--- config.mk ---
export PLATFORM = sky130hd
export DESIGN_NAME = iq_demod_top
export DESIGN_NICKNAME = d
export VERILOG_FILES = /design/src/rtl/iq_demod_pkg.sv /design/src/rtl/iq_phase_ctr.sv /design/src/rtl/iq_sample_hold.sv /design/src/rtl/iq_half_diff.sv /design/src/rtl/iq_out_reg.sv /design/src/rtl/iq_demod_top.sv
export SDC_FILE = /design/constraint.sdc
export NUM_CORES = 1
export LEC_CHECK = 0
export ABC_CLOCK_PERIOD_IN_PS = 4300
export BUFFER_PORTS_ARGS = -buffer_cell sky130_fd_sc_hd__buf_4
export CAP_MARGIN = 20
export CORE_MARGIN = 5
export CORE_UTILIZATION = 46
export CTS_CLUSTER_SIZE = 28
export DETAILED_ROUTE_END_ITERATION = 12
export GPL_TIMING_DRIVEN = 0
export HOLD_SLACK_MARGIN = 0.03
export PLACE_DENSITY = 0.66
export RECOVER_POWER = 100
export SLEW_MARGIN = 5
export SYNTH_ARGS = -nofsm -noshare
export SYNTH_HDL_FRONTEND = slang
export SYNTH_SLANG_ARGS = --single-unit
--- constraint.sdc ---
create_clock -name clk -period 4.3 [get_ports clk]
set_input_delay 0.43 -clock clk [delete_from_list [all_inputs] [get_ports clk]]
set_output_delay 0.43 -clock clk [all_outputs]
set_load 0.03 [all_outputs]
--- src/rtl/iq_demod_pkg.sv ---
package iq_demod_pkg;
  // Position of a sample within one carrier period (quarter-turn steps)
  typedef enum logic [1:0] {
    PH_I_POS = 2'd0,
    PH_Q_POS = 2'd1,
    PH_I_NEG = 2'd2,
    PH_Q_NEG = 2'd3
  } phase_t;

  localparam int HELD_SAMPLES = 3;
endpackage

--- src/rtl/iq_phase_ctr.sv ---
module iq_phase_ctr
  import iq_demod_pkg::*;
(
  input  logic   clk,
  input  logic   rst_n,
  input  logic   resync,
  input  logic   adv,
  output phase_t phase,
  output logic   group_done
);
  phase_t ph_q;

  always_ff @(posedge clk) begin
    if (!rst_n || resync) ph_q <= PH_I_POS;
    else if (adv)         ph_q <= phase_t'(ph_q + 2'd1);
  end

  assign phase      = ph_q;
  assign group_done = adv && !resync && (ph_q == PH_Q_NEG);
endmodule

--- src/rtl/iq_sample_hold.sv ---
module iq_sample_hold
  import iq_demod_pkg::*;
#(
  parameter int W = 16
) (
  input  logic         clk,
  input  logic         rst_n,
  input  logic         adv,
  input  phase_t       phase,
  input  logic [W-1:0] din,
  output logic [W-1:0] held [HELD_SAMPLES]
);
  for (genvar k = 0; k < HELD_SAMPLES; k++) begin : g_slot
    always_ff @(posedge clk) begin
      if (!rst_n)                               held[k] <= '0;
      else if (adv && (phase == phase_t'(k)))   held[k] <= din;
    end
  end
endmodule

--- src/rtl/iq_half_diff.sv ---
module iq_half_diff #(
  parameter int W = 16
) (
  input  logic [W-1:0] pos,
  input  logic [W-1:0] neg,
  output logic [W-1:0] res
);
  localparam int XW = W + 2;
  localparam logic [W-1:0] MAXV = {1'b0, {(W-1){1'b1}}};
  localparam logic [W-1:0] MINV = {1'b1, {(W-1){1'b0}}};

  logic [XW-1:0] sum;
  logic [W:0]    half;

  always_comb begin
    sum  = {{2{pos[W-1]}}, pos} - {{2{neg[W-1]}}, neg} + XW'(1);
    half = sum[XW-1:1];
    if (half[W] != half[W-1]) res = half[W] ? MINV : MAXV;
    else                      res = half[W-1:0];
  end
endmodule

--- src/rtl/iq_out_reg.sv ---
module iq_out_reg #(
  parameter int W = 16
) (
  input  logic         clk,
  input  logic         rst_n,
  input  logic         load,
  input  logic [W-1:0] i_new,
  input  logic [W-1:0] q_new,
  input  logic         take,
  output logic         valid,
  output logic [W-1:0] i_out,
  output logic [W-1:0] q_out
);
  always_ff @(posedge clk) begin
    if (!rst_n) begin
      valid <= 1'b0;
      i_out <= '0;
      q_out <= '0;
    end else if (load) begin
      valid <= 1'b1;
      i_out <= i_new;
      q_out <= q_new;
    end else if (take) begin
      valid <= 1'b0;
    end
  end
endmodule

--- src/rtl/iq_demod_top.sv ---
module iq_demod_top
  import iq_demod_pkg::*;
#(
  parameter int W = 16
) (
  input  logic         clk,
  input  logic         rst_n,
  input  logic         resync,
  input  logic         in_valid,
  output logic         in_ready,
  input  logic [W-1:0] in_data,
  output logic         out_valid,
  input  logic         out_ready,
  output logic [W-1:0] out_i,
  output logic [W-1:0] out_q
);
  phase_t       phase;
  logic         adv, group_done;
  logic [W-1:0] held [HELD_SAMPLES];
  logic [W-1:0] i_calc, q_calc;

  assign in_ready = !out_valid || out_ready;
  assign adv      = in_valid && in_ready && !resync;

  iq_phase_ctr u_ctr (
    .clk(clk), .rst_n(rst_n), .resync(resync), .adv(adv),
    .phase(phase), .group_done(group_done)
  );

  iq_sample_hold #(.W(W)) u_hold (
    .clk(clk), .rst_n(rst_n), .adv(adv), .phase(phase),
    .din(in_data), .held(held)
  );

  iq_half_diff #(.W(W)) u_i (.pos(held[0]), .neg(held[2]), .res(i_calc));
  iq_half_diff #(.W(W)) u_q (.pos(held[1]), .neg(in_data), .res(q_calc));

  iq_out_reg #(.W(W)) u_out (
    .clk(clk), .rst_n(rst_n), .load(group_done),
    .i_new(i_calc), .q_new(q_calc), .take(out_ready),
    .valid(out_valid), .i_out(out_i), .q_out(out_q)
  );
endmodule

# After elaboration in Yosys (flattened, before gate mapping)
# Index checks and enable logic that the tools add are counted.
# classes
add_sub_neg,5
n_eq_ne,5
muxes,6
reduce_logical,14
# ops
operator,count
$mux 16,4
$add 18x1->18 const B,2
$sub 16x16->17,2
$logic_and 1x1->1,7
$eq 2x2->1 const B,2
$logic_not 1->1,3
$add 2x1->2 const B,1
$eq 2x1->1 const B,1
$logic_not 2->1,1
$logic_or 1x1->1,2
$mux 1,2
$ne 1x1->1,2
$reduce_bool 2->1,1
# word_totals
reg_bits,83
wordCells,37

# Logic depth before layout (Yosys ltp)
# logic_depth
ltp_word,7
depth_mapped,16
depth_no_buf,14

# Modules after synthesis
# A second synthesis with hierarchy kept.
# hier_totals
cells_unflattened,615
hier_area_um2,5744.3
# by_module_without_submodules
mod,n_inst,cells_per_inst,area_per_inst_um2
iq_sample_hold,1,176,1834.3
iq_half_diff (u_q),1,159,1283.7
iq_out_reg,1,106,1277.5
iq_half_diff (u_i),1,163,1231.2
iq_phase_ctr,1,9,95.1
iq_demod_top,1,2,22.5

# Least setup slack after synthesis
# OpenSTA, ideal clock, no wires.
# synth_timing
path_kind,input-to-reg
start,in in_data[0]
end,reg u_out.q_out[10]
setup_ps,119
arrival_time_ps,3209
required_ps,4181
slack_ps,972
path_stages,15
path_buffers,2
path_cell_list,ha_1 > inv_1 > fa_1 > a21o_1 > a221oi_1 > xnor2_1 > nor2b_1 > and2_1 > clkbuf_1 > nand3_1 > nor3_1 > xnor2_1 > o41a_1 > buf_2 > o221a_2
# synth_via
elab_chain_cells,4
# synth_lines
item,line,rtl
"start, declared",iq_demod_top.sv:11,"input logic [W-1:0] in_data,"
$sub 16x16->17 (*),iq_half_diff.sv:16,"sum = {{2{pos[W-1]}}, pos} - {{2{neg[W-1]}}, neg} + XW'(1);"
$add 18x1->18 (*),iq_half_diff.sv:16,
$mux 16 / $ne 1x1->1 (equally long branches),iq_half_diff.sv:18,if (half[W] != half[W-1]) res = half[W] ? MINV : MAXV;
$mux 16 (*),iq_half_diff.sv:18,
"end signal, assigned",iq_out_reg.sv:22,q_out <= q_new;
"end, declared",iq_out_reg.sv:12,output logic [W-1:0] q_out
# Mark *: on every way between the ends. The rest lies on a longest branch, timed or not.
# A chain may end at the register's enable or synchronous reset.

# Worst setup path in the final report
# layout_timing
start,reg u_hold.held[0] (netlist bit)
end,reg u_out.i_out[11]
# layout_via
elab_chain_cells,4
# layout_lines
item,line,rtl
"start, declared",iq_sample_hold.sv:11,output logic [W-1:0] held [HELD_SAMPLES]
"start signal, assigned by index",iq_sample_hold.sv:16,else if (adv && (phase == phase_t'(k))) held[k] <= din;
$sub 16x16->17 (*),iq_half_diff.sv:16,
$add 18x1->18 (*),iq_half_diff.sv:16,
$mux 16 / $ne 1x1->1 (equally long branches),iq_half_diff.sv:18,
$mux 16 (*),iq_half_diff.sv:18,
"end signal, assigned",iq_out_reg.sv:21,i_out <= i_new;
"end, declared",iq_out_reg.sv:11,"output logic [W-1:0] i_out,"
# Marks and branches as above.

==> reports/qor.yml <==
flow_run:
  drv_cap: 0
clock_network:
  clk_path_buf_depth: 2
  cts_tree: "built"
  cts_hold_buf: 0
  htree_num_levels: 3
  clock_sinks: 83
  cts_setup_buffers: 0
  path_clk_slew_ns: 0.06
  root_buffer: "clkbuf_16"
  cts_resized: 0
  cts_made_buffers: 9
  clk_latency_ns: 0.34
synthesis:
  yosysWarnings: 0
  ys_seq_area_frac: 0.2848
  syn_area_mm2: 0.005834
  ys_seq_elements: 83
  synthFlopType: "dfxtp_1"
  synth_edf_count: 0
  synth_area_per_cell_um2: 8.126
  synth_nets: 779
  synthArstFlopShare: 0
  syn_inst: 718
  synth_cell_type_count: 78
timing:
  relSlewSlack: 0.5538
  fmax_ghz: 0.2615
  hold_viol: 0
  finalSetupViolations: 0
  fin_crit_sh: 0.8894
  final_max_slew_viol_count: 0
  rsz0062_at_grt: "false"
  period_needed_ns: 3.824
  tightestPinTransition_ns: 0.6642
  finalSetupTns_ns: 0
  fin_worst_skew_ns: 0.007197
global_route:
  grt_max_degree: 14
  grt_use_total: 0.1993
  overflow: 0
  grt_pass1_vias: 5036
  grt_pass1_wl_um: 24070
  antenna_found_initial: 0
power_and_ir_drop:
  pwr-share-comb: 0.214
  powerDensity_mw_per_mm2: 295.6
  p_seq_frac: 0.403
  p_sw_uw: 558.3
  sw_frac_of_total: 0.2865
  p_leak_uw: 0.002630
  intPower_uw: 1391
  clkPwrFrac: 0.383
  ir_drop_mv: 0.1855
placement:
  place_congestion: 0.8427
  io_buffer_count: 53
  postPlaceCellArea_mm2: 0.006447
  dp_hpwl_um: 11550
routing:
  antenna_left: 0
  first_pass_iters: 5
  avgViaCountPerCell: 5.494
  totalWireLength_um: 14570
  vias: 5263
  first_iter_violations: 298
  drcViolationCount: 0
  wl_per_cell_um: 15.21
floorplanning:
  die_w_um: 122.6
  dieArea_mm2: 0.01504
  start_util: 0.4661
  ios: 55
  die_y_um: 122.6
  core_mm2: 0.01252
  row_count: 41
final_layout:
  mostFrequentLayoutCell: "nand2_1"
  fin_area_mm2: 0.006594
  fin_util: 0.5268
  fin_nets: 843
  insertedDiodeCount: 0
  drive_gt1_frac: 0.1234
  layout_common_cells: "132 x nand2_1, 83 x dfxtp_1, 56 x clkbuf_1, 52 x a21boi_0, 48 x inv_1"
  area_growth_pct: 13.02
critical_path:
  cp_max_fo: 10
  crit_type: "reg2reg"
  end_kind: "flip-flop"
  start_kind: "flip-flop"
  crit_required_ns: 4.58
  cp.arrival_ns: 4.10
worst_hold_path:
  hold_path.class: "in2reg"
status:
  status: "complete, no violations"
==> worst paths after layout <==
check / from / endpoint / slack, ns / cells after the start
hold reg to reg: u_out.q_out[15]$_SDFFE_PN0P_ / u_out.q_out[15]$_SDFFE_PN0P_ / 0.46 / 2
hold / removal: in_valid / u_ctr.phase[1]$_SDFFE_PP0P_ / 0.38 / 3
setup reg to reg: u_hold.held[0]$_SDFFE_PN0P_ / u_out.i_out[11]$_SDFFE_PN0P_ / 0.48 / 13
setup / recovery: u_hold.held[0]$_SDFFE_PN0P_ / u_out.i_out[11]$_SDFFE_PN0P_ / 0.48 / 13
==> metrics by stage <==
| step | setup slack, ns | total power [µW] | hold slack, ns | instances |
|---|---|---|---|---|
| floorplan | 0.9725 | 1109 | 0.4435 | 718 |
| global placement | 0.5079 | 1207 | 0.4514 | 943 |
| detailed placement | 0.4282 | 1214 | 0.4584 | 943 |
| CTS | 0.6089 | 1964 | 0.3672 | 958 |
| global route | 0.1924 | 2046 | 0.3797 | 958 |
| finish | 0.4757 | 1949 | 0.3796 | 958 |
==> state kept, by name, indices dropped and copies added, names as in the netlist <==
signal	cells
u_ctr.phase	2
u_hold.held	48
u_out.i_out	16
u_out.q_out	16
u_out.valid	1
==> cells in the mapped netlist (6+ instances only) <==
master | instances | area, µm²
nand2_1 | 132 | 495.5
dfxtp_1 | 83 | 1662
a21boi_0 | 52 | 390.4
inv_1 | 48 | 180.2
nor2_1 | 43 | 161.4
ha_1 | 38 | 475.5
xnor2_1 | 30 | 262.8
a21oi_1 | 25 | 125.1
o221a_2 | 24 | 270.3
clkbuf_1 | 22 | 82.58
nand3_1 | 16 | 80.08
a21o_1 | 15 | 112.6
xor2_1 | 14 | 122.6
o21ai_0 | 13 | 65.06
and2_1 | 10 | 62.56
nor3_1 | 10 | 50.05
nand4_1 | 8 | 50.05
nand2b_1 | 7 | 43.79
o21a_1 | 7 | 52.55
o211ai_1 | 6 | 45.04
==> final cells by class <==
cell class                 count  area [µm²]
tap                          172       215.2
fill                        1300        5923
timing repair buffer          53       270.3
sequential                    83        1662
clock buffer                   9       225.2
clock inverter                 6       57.56
inverter                      48       180.2
multi-input combinational    549        3752
buffer                        38       231.5
==> per-layer routing <==
metal  part of all wire  GRT usage  vias to the layer above
met1               0.48     0.2624                     2453
li1                   -          -                     2667
met4              0.032    0.08817                        0
met3              0.037    0.02811                       28
met2               0.45     0.3253                      115
met5                  0          0                        -
==> worst max-delay path, cell delays in order (launching register included) <==
cell,delay (ns)
dfxtp_1,0.34
ha_1,0.19
inv_1,0.06
fa_1,0.41
a211oi_2,0.30
o21ai_1,0.18
a41oi_1,0.34
xor2_1,0.22
and3b_1,0.27
nand4bb_1,0.21
or2_2,0.38
o21ai_1,0.45
buf_6,0.21
o221a_2,0.19
==> logic make-up (layout without fill, tap and decap cells) <==
group | after synthesis | count (layout) | share of synthesized area
simple gates | 266 | 266 | 0.2130
compound gates | 196 | 196 | 0.2711
buf+inv | 86 | 154 | 0.07055
flops | 83 | 83 | 0.2848
xor+xnor | 44 | 44 | 0.06605
fa+ha+maj | 40 | 40 | 0.08836
mux | 3 | 3 | 0.006218
==> power by group through the flow <==
stage,clock network [µW],logic (µW),registers (µW)
floorplan,0,307,802
global placement,0,404,802
detailed placement,0,411,803
CTS,764,414,786
global route,797,462,787
finish,747,417,786
(Power assumes the default switching activity.)
